[src/rtl/sertx_pkg.sv]
package sertx_pkg;

  localparam int LC_W     = 8;
  localparam int WORD_MAX = 8;
  localparam int WORD_MIN = 5;

  // line-control field positions
  localparam int LC_LEN   = 0;  // two bits
  localparam int LC_STOP  = 2;
  localparam int LC_PEN   = 3;
  localparam int LC_EVEN  = 4;
  localparam int LC_STICK = 5;
  localparam int LC_BRK   = 6;

  typedef enum logic [2:0] {
    ST_IDLE  = 3'd0,
    ST_START = 3'd1,
    ST_DATA  = 3'd2,
    ST_PAR   = 3'd3,
    ST_STOP  = 3'd4
  } tx_state_e;

  typedef struct packed {
    logic [3:0] nbits;     // 5..8
    logic       par_en;
    logic       par_val;
    logic       long_stop; // two bit times
    logic       half_stop; // one and a half bit times
  } frame_cfg_t;

endpackage

[src/rtl/sertx_holding.sv]
module sertx_holding
  import sertx_pkg::*;
(
  input  logic                clk,
  input  logic                rst_n,
  input  logic                wr_en,
  input  logic [WORD_MAX-1:0] wr_data,
  input  logic                take,
  output logic                full,
  output logic [WORD_MAX-1:0] data
);

  logic                full_q, full_d;
  logic [WORD_MAX-1:0] data_q, data_d;

  always_comb begin
    data_d = data_q;
    if (wr_en) data_d = wr_data;
    if (take) full_d = wr_en;
    else      full_d = full_q | wr_en;
  end

  always_ff @(posedge clk or negedge rst_n) begin
    if (!rst_n) begin
      full_q <= 1'b0;
      data_q <= '0;
    end else begin
      full_q <= full_d;
      data_q <= data_d;
    end
  end

  assign full = full_q;
  assign data = data_q;

  // a write always leaves a byte waiting
  a_r8_write_fills: assert property (@(posedge clk) disable iff (!rst_n)
    wr_en |=> full_q);

  // the shifter only takes a byte that is present
  a_r8_take_needs_byte: assert property (@(posedge clk) disable iff (!rst_n)
    take |-> full_q);

endmodule

[src/rtl/sertx_framer.sv]
module sertx_framer
  import sertx_pkg::*;
(
  input  logic [LC_W-1:0]     lcr,
  input  logic [WORD_MAX-1:0] data,
  output frame_cfg_t          cfg,
  output logic [WORD_MAX-1:0] data_masked
);

  logic [1:0]          len_code;
  logic [WORD_MAX-1:0] mask;
  logic                ones_odd;

  always_comb begin
    len_code = lcr[LC_LEN +: 2];
    for (int i = 0; i < WORD_MAX; i++) begin
      mask[i] = (i < (WORD_MIN + int'(len_code)));
    end
    data_masked = data & mask;
    ones_odd    = ^data_masked;

    cfg.nbits  = 4'(WORD_MIN) + {2'b00, len_code};
    cfg.par_en = lcr[LC_PEN];
    if (lcr[LC_STICK])     cfg.par_val = ~lcr[LC_EVEN];
    else if (lcr[LC_EVEN]) cfg.par_val = ones_odd;
    else                   cfg.par_val = ~ones_odd;
    cfg.long_stop = lcr[LC_STOP] && (len_code != 2'b00);
    cfg.half_stop = lcr[LC_STOP] && (len_code == 2'b00);
  end

endmodule

[src/rtl/sertx_shifter.sv]
module sertx_shifter
  import sertx_pkg::*;
#(
  parameter int TICKS_PER_BIT = 16
) (
  input  logic                clk,
  input  logic                rst_n,
  input  logic                baud_tick,
  input  logic                hold_valid,
  input  logic [WORD_MAX-1:0] hold_data,
  input  frame_cfg_t          cfg_in,
  input  logic                brk,
  output logic                load,
  output logic                busy,
  output logic                line
);

  localparam int CNT_W = $clog2(2 * TICKS_PER_BIT);
  localparam logic [CNT_W-1:0] LAST_ONE  = CNT_W'(TICKS_PER_BIT - 1);
  localparam logic [CNT_W-1:0] LAST_HALF = CNT_W'(TICKS_PER_BIT + TICKS_PER_BIT / 2 - 1);
  localparam logic [CNT_W-1:0] LAST_TWO  = CNT_W'(2 * TICKS_PER_BIT - 1);

  tx_state_e           state_q, state_d;
  logic [CNT_W-1:0]    tick_q, tick_d;
  logic [2:0]          idx_q, idx_d;
  logic [WORD_MAX-1:0] sh_q, sh_d;
  frame_cfg_t          cfg_q, cfg_d;
  logic                line_q, line_d;
  logic [CNT_W-1:0]    stop_last;
  logic [CNT_W-1:0]    bit_last;
  logic                bit_end;

  always_comb begin
    if (cfg_q.long_stop)      stop_last = LAST_TWO;
    else if (cfg_q.half_stop) stop_last = LAST_HALF;
    else                      stop_last = LAST_ONE;
    bit_last = (state_q == ST_STOP) ? stop_last : LAST_ONE;
    bit_end  = baud_tick && (tick_q == bit_last);
  end

  // next-state
  always_comb begin
    state_d = state_q;
    tick_d  = tick_q;
    idx_d   = idx_q;
    sh_d    = sh_q;
    cfg_d   = cfg_q;
    load    = 1'b0;

    if (baud_tick && state_q != ST_IDLE) begin
      tick_d = bit_end ? '0 : tick_q + 1'b1;
    end

    unique case (state_q)
      ST_IDLE: begin
        if (hold_valid) load = 1'b1;
      end
      ST_START: begin
        if (bit_end) begin
          state_d = ST_DATA;
          idx_d   = '0;
        end
      end
      ST_DATA: begin
        if (bit_end) begin
          sh_d = sh_q >> 1;
          if ({1'b0, idx_q} == cfg_q.nbits - 4'd1) begin
            state_d = cfg_q.par_en ? ST_PAR : ST_STOP;
          end else begin
            idx_d = idx_q + 3'd1;
          end
        end
      end
      ST_PAR: begin
        if (bit_end) state_d = ST_STOP;
      end
      ST_STOP: begin
        if (bit_end) begin
          if (hold_valid) load = 1'b1;
          else            state_d = ST_IDLE;
        end
      end
      default: state_d = ST_IDLE;
    endcase

    if (load) begin
      state_d = ST_START;
      tick_d  = '0;
      idx_d   = '0;
      sh_d    = hold_data;
      cfg_d   = cfg_in;
    end

    unique case (state_d)
      ST_START: line_d = 1'b0;
      ST_DATA:  line_d = sh_d[0];
      ST_PAR:   line_d = cfg_d.par_val;
      default:  line_d = 1'b1;
    endcase
    if (brk) line_d = 1'b0;
  end

  // registers
  always_ff @(posedge clk or negedge rst_n) begin
    if (!rst_n) begin
      state_q <= ST_IDLE;
      tick_q  <= '0;
      idx_q   <= '0;
      sh_q    <= '0;
      cfg_q   <= '0;
      line_q  <= 1'b1;
    end else begin
      state_q <= state_d;
      tick_q  <= tick_d;
      idx_q   <= idx_d;
      sh_q    <= sh_d;
      cfg_q   <= cfg_d;
      line_q  <= line_d;
    end
  end

  assign busy = (state_q != ST_IDLE);
  assign line = line_q;

  // break pulls the line low on the next clock
  a_r7_break_low: assert property (@(posedge clk) disable iff (!rst_n)
    brk |=> !line_q);

  // every loaded frame opens with a low start bit
  a_r2_start_low: assert property (@(posedge clk) disable iff (!rst_n)
    load |=> !line_q);

  // the line marks high while nothing is sent and no break is set
  a_r2_idle_mark: assert property (@(posedge clk) disable iff (!rst_n)
    (state_d == ST_IDLE && !brk) |=> line_q);

  // the stop counter never runs past the selected stop length
  a_r6_stop_window: assert property (@(posedge clk) disable iff (!rst_n)
    (state_q == ST_STOP) |-> (tick_q <= stop_last));

  // the data index stays inside the chosen word length
  a_r3_idx_range: assert property (@(posedge clk) disable iff (!rst_n)
    (state_q == ST_DATA) |-> ({1'b0, idx_q} < cfg_q.nbits));

endmodule

[src/rtl/sertx_top.sv]
module sertx_top
  import sertx_pkg::*;
#(
  parameter int TICKS_PER_BIT = 16
) (
  input  logic                clk,
  input  logic                rst_n,
  input  logic                baud_tick,
  input  logic [LC_W-1:0]     lcr,
  input  logic                wr_en,
  input  logic [WORD_MAX-1:0] wr_data,
  output logic                txd,
  output logic                thr_empty,
  output logic                tx_empty
);

  logic                hold_full;
  logic [WORD_MAX-1:0] hold_data;
  logic [WORD_MAX-1:0] frame_data;
  frame_cfg_t          frame_cfg;
  logic                take;
  logic                busy;
  logic                unused_lcr;

  assign unused_lcr = lcr[LC_W-1];

  sertx_holding i_holding (
    .clk     (clk),
    .rst_n   (rst_n),
    .wr_en   (wr_en),
    .wr_data (wr_data),
    .take    (take),
    .full    (hold_full),
    .data    (hold_data)
  );

  sertx_framer i_framer (
    .lcr         (lcr),
    .data        (hold_data),
    .cfg         (frame_cfg),
    .data_masked (frame_data)
  );

  sertx_shifter #(
    .TICKS_PER_BIT (TICKS_PER_BIT)
  ) i_shifter (
    .clk        (clk),
    .rst_n      (rst_n),
    .baud_tick  (baud_tick),
    .hold_valid (hold_full),
    .hold_data  (frame_data),
    .cfg_in     (frame_cfg),
    .brk        (lcr[LC_BRK]),
    .load       (take),
    .busy       (busy),
    .line       (txd)
  );

  assign thr_empty = ~hold_full;
  assign tx_empty  = ~hold_full & ~busy;

  // transmitter-empty never claims idle while a byte waits
  a_r9_empty_consistent: assert property (@(posedge clk) disable iff (!rst_n)
    tx_empty |-> thr_empty);

endmodule

[config.mk]
export PLATFORM = sky130hd
export DESIGN_NAME = sertx_top
export DESIGN_NICKNAME = d
export VERILOG_FILES = /design/src/rtl/sertx_pkg.sv /design/src/rtl/sertx_holding.sv /design/src/rtl/sertx_framer.sv /design/src/rtl/sertx_shifter.sv /design/src/rtl/sertx_top.sv
export SDC_FILE = /design/constraint.sdc
export NUM_CORES = 1
export LEC_CHECK = 0
export BUFFER_PORTS_ARGS = -buffer_cell sky130_fd_sc_hd__buf_2
export CORE_MARGIN = 2
export CORE_UTILIZATION = 62
export DETAILED_ROUTE_END_ITERATION = 10
export PLACE_DENSITY = 0.89
export SLEW_MARGIN = 20
export SYNTH_ARGS = -nofsm -noshare
export SYNTH_HDL_FRONTEND = slang
export SYNTH_SLANG_ARGS = --single-unit
[constraint.sdc]
create_clock -name clk -period 6.78 [get_ports clk]
set_input_delay 1.017 -clock clk [delete_from_list [all_inputs] [get_ports clk]]
set_output_delay 1.017 -clock clk [all_outputs]
set_load 0.03 [all_outputs]
== Word-level counts from Yosys, hierarchy flattened ==
Index checks and enable logic that the tools add are counted.

* Word-level logic and storage cells: 92
* Register bits after elaboration: 37
* Bits of input ports: 20

* Add/subtract/negate cells: 5
* Reductions and logical operators: 15
* Muxes and demuxes: 32
* Bitwise operators: 7
* Eq/ne operators: 12
* Magnitude comparators: 8

{| class="wikitable"
|+ Operator list
! operator !! count
|-
| 4-bit by 32-bit less-than comparator with 1-bit output (first input constant) || 4
|-
| 3-bit by 32-bit less-than comparator with 1-bit output (first input constant) || 2
|-
| 3-bit 2-to-1 mux || 13
|-
| 2-bit by 32-bit less-than comparator with 1-bit output (first input constant) || 1
|-
| 5-bit 2-to-1 mux || 6
|-
| 8-bit 2-to-1 mux || 3
|-
| 3-bit case mux with 5 select lines || 1
|-
| 3-bit by 2-bit == test with 1-bit output (second input constant) || 4
|-
| 3-bit by 2-bit adder with 4-bit output (first input constant) || 2
|-
| 8-bit bitwise AND || 1
|-
| 2-bit nonzero test || 4
|-
| 8-bit XOR reduction || 1
|-
| 3-bit by 1-bit == test with 1-bit output (second input constant) || 2
|-
| 1-bit 2-to-1 mux || 6
|-
| 3-bit by 2-bit != test with 1-bit output (second input constant) || 2
|-
| 3-bit case mux with 2 select lines || 1
|-
| 3-bit nonzero test || 2
|-
| 5-bit by 1-bit adder with 5-bit output (second input constant) || 1
|-
| 5-bit == test || 1
|-
| 3-bit by 4-bit == test with 1-bit output || 1
|-
| 1-bit logical AND || 4
|-
| 1-bit by 4-bit less-than comparator with 1-bit output (first input constant) || 1
|-
| 1-bit NOT || 4
|-
| 4-bit AND reduction || 1
|-
| other kinds (11) || 11
|}

== Longest topological paths before layout ==
* Depth after elaboration: 11
* Depth in mapped cells: 9
* Gate-level depth less buffers: 9

== By module ==
A second synthesis with hierarchy kept.

* Cells, all modules: 199
* Area total of the unflattened synthesis: 2147.1 um^2

{| class="wikitable"
|+ By module, submodules not included
! module !! area each (um^2) !! seq. area each (um^2) !! instances !! cells each
|-
| sertx_shifter || 1522.7 || 701.9 || 1 || 149
|-
| sertx_holding || 369.1 || 225.2 || 1 || 20
|-
| sertx_framer || 247.7 || 0.0 || 1 || 28
|-
| sertx_top || 7.5 || 0.0 || 1 || 2
|}

== Worst setup path before layout ==
No wires, ideal clock.

* Kind: input to register
* From: in lcr[0]
* To: reg i_shifter.line_q, in the netlist i_shifter.line
* Data required time: 6.690 ns
* Data arrival time: 2.536 ns
* Stages: 9
* Slack: 4.154 ns
* Buffers on the path: 0
* Path through: inv_1 -> ha_1 -> nor2b_1 -> xnor3_1 -> mux2i_1 -> xor2_1 -> mux2_2 -> nor2_1 -> nor4_2

{| class="wikitable"
|+ RTL lines
! element !! line !! RTL
|-
| from (decl) || sertx_top.sv:9 || <nowiki>input logic [LC_W-1:0] lcr,</nowiki>
|-
| to (signal assigned) || sertx_shifter.sv:118 || <nowiki>line_q <= line_d;</nowiki>
|-
| to (decl) || sertx_shifter.sv:28 || <nowiki>logic line_q, line_d;</nowiki>
|}

==> summary.md <==
| Metric | Value |
|---|---|
| Clock latency on the worst-skew pair | 350 ps |
| Final min period | 2860 ps |
| Area growth, synth to finish | 11.5% |
| DP HPWL | 2970 um |
| Maxcap violations | 0 |
| Mapped Cells | 191 |
| Critical Path AT | 3160 ps |
| Final setup vio count | 0 |
| Clock Skews | 9.22 ps |
| Netlist cell types | 48 |
| Number of global-route vias before repair | 1496 |
| Average size of a mapped cell | 10.6 um2 |
| Rows | 20 |
| Critical-path maximum fanout | 18 |
| Hold Vio Cnt, Final | 0 |
| Top cell type's share of synthesized area | 44.5% |
| Tightest Pin Transition | 835 ps |
| CTS tree | built |
| Outcome | completed |
| 1st-pass router iterations | 4 |
| Peak Freq | 349 MHz |
| Crit path from | i_shifter.state_q[0]$_DFF_PN0_ |
| DRT Wirelength | 4070 um |
| Worst hold margin | 512 ps |
| EDFF count, synth | 0 |
| 1st-iter DRT viols | 63 |
| Setup WS post-layout | 3920 ps |
| CORE AREA | 3080 um2 |
| Cell Pwr Density | 361 nW/um2 |
| Fillers | 230 |
| RSZ-0062 raised after global routing | false |
| Cell area after synthesis | 2020 um2 |
| Period utilisation layout | 42.2% |
| Max Slew Vio Count | 0 |
| Num CTS Buffers | 5 |
| Register bit count reported by yosys | 37 |
| Clk slew on worst S/H paths | 110 ps |
| Clk sinks | 37 |
| Tot Pwr | 815 uW |
| DR vias | 1518 |
| Die Ht | 61.1 um |
| Storage cell area | 927 um2 |
| CP required | 7070 ps |
| Starting density of the core | 65.7% |
| Post-Syn Nets | 217 |
| Gpl congestion | 0.822 |
| Routed len/inst | 15.7 um |
| CP Class | flip-flop to flip-flop |
| Post-synth top flop | dfrtp_1 |
| CP Launch Type | flip-flop |
| Cell taking the most area after synthesis | dfrtp_1 |
| Lkg Pwr | 0.00101 uW |
| Worst Hold Class | flip-flop to flip-flop |
| First-pass GRT wire length | 6600 um |
| Largest net degree at the start of global routing | 38 |
| Root Driver | clkbuf_4 |
| Synth warnings | 0 |
| Synth area leaders | dfrtp_1 45%, mux2_2 5.0%, nand2_1 4.5% |
| Clock tree buffer depth | 2 |
| Die Wd | 61.1 um |
| Most frequent cells in the layout | 36 x dfrtp_1, 24 x nand2_1, 21 x buf_2 |
| CP endpoint kind | flip-flop |
| Setup bufs post-CTS | 0 |
| I/O Buffers | 21 |
| Total grt overflow | 0 |
| Fin Setup TNS | 0 ps |
| Ratio of cells with drive above 1 in the final layout | 23.1% |
| R2r startpoint | i_shifter.state_q[0]$_DFF_PN0_ |
| Layout Nets | 241 |
| Antenna Cells | 0 |
| Post-synthesis sequential area ratio | 45.8% |
| Multi-input logic area | 1040 um2 |
| # IOs | 23 |
| Gr usage total | 24.9% |
| Commonest non-fill, non-tap cell in the layout | dfrtp_1 |
| Peak supply drop | 0.000231 V |
| ANT nets after route | 0 |
| # DRC | 0 |
| Antenna violations before repair | 0 |
| Hold path startpoint | i_shifter.cfg_q[7]$_DFFE_PN0P_ |
| Worst rel slew slack | 44.3% |
| Total die area | 3740 um2 |
| Post-DR vias/cell | 5.84 |
| FFs w/ async S/R, synth | 100% |
| Pre-CTS setup slack | 3660 ps |
| PostCTS Resize Cnt | 0 |
| CTS hold repair buffers | 0 |
| Depth of the CTS H-tree | 2 |
metrics by stage:
stage          instance area, um2  utilization [%]  cells
5_1_grt                      2260             73.3    260
3_3_place_gp                 2170             70.4    252
4_1_cts                      2260             73.3    260
6_report                     2260             73.3    260
3_5_place_dp                 2170             70.4    252
2_1_floorplan                2020                -    191
final cells by class:
class,instances,share of cell area [%]
clock buffer,6,2.27
clock inverter,2,1.66
inverter,9,1.50
multi-input combinational,140,46.0
sequential,37,41.1
tap,44,2.44
timing repair buffer,22,4.99
critical path: stages (launching register included):
cell	delay, ps
dfrtp_1	470
or3b_4	460
nor4_4	200
o21ai_4	140
o32ai_4	590
buf_4	340
mux2_2	370
nor2_1	150
nor4_2	70
routing by layer:
metal  global-route usage [%]  share of wire [%]
met5                        0                  0
met4                     11.8                1.8
met3                     7.35                3.1
met2                     38.8                 48
met1                     32.0                 47
report_power, final:
part / internal [uW] / switching (uW) / total, uW
sequential: 290 / 61.2 / 352
combinational: 127 / 172 / 299
clock: 87.6 / 76.3 / 164
sequential cells by signal (all words and copies together), names as in the netlist:
name,flops
i_holding.full,1
i_shifter.sh_q,8
i_shifter.line,1
i_shifter.idx_q,3
i_shifter.state_q,3
i_shifter.cfg_q,8
i_holding.data,8
i_shifter.tick_q,5
path summary, 6_finish.rpt:
check                           depth (start not counted)                        endpoint  slack, ps
worst max register to register                          8        i_shifter.line$_DFF_PN1_       3920
min in group asynchronous                               1  i_shifter.state_q[2]$_DFF_PN0_        750
worst min-delay path                                    2  i_shifter.cfg_q[7]$_DFFE_PN0P_        510
worst min register to register                          2  i_shifter.cfg_q[7]$_DFFE_PN0P_        510
worst max-delay path                                    8        i_shifter.line$_DFF_PN1_       3920
max in group asynchronous                               1  i_shifter.cfg_q[7]$_DFFE_PN0P_       5500
cells in the mapped netlist, drive strengths merged, types with 2 or more instances:
cell type	count
xnor2	6
nor4	2
o21a	2
and2	3
nand2	24
o21ai	9
buf	4
ha	6
a22oi	5
mux2i	2
nor2	18
o211ai	2
dfrtp	36
nand3	4
inv	9
nor3	5
a211oi	2
a221o	2
and3	3
a21oi	6
o31a	3
nor2b	3
a311oi	2
mux2	9
xnor3	2
xor2	7
cell families after synthesis:
group | count (synthesis) | synth area share, %
XOR/XNOR | 15 | 8.23
adder cells (fa/ha/maj) | 6 | 3.71
AND/OR/NAND/NOR | 67 | 17.3
buffers and inverters | 14 | 2.84
flip-flops | 37 | 45.8
AO/OA/AOI/OAI | 41 | 16.1
multiplexers | 11 | 6.00
Power figures use the tool's default switching activity.
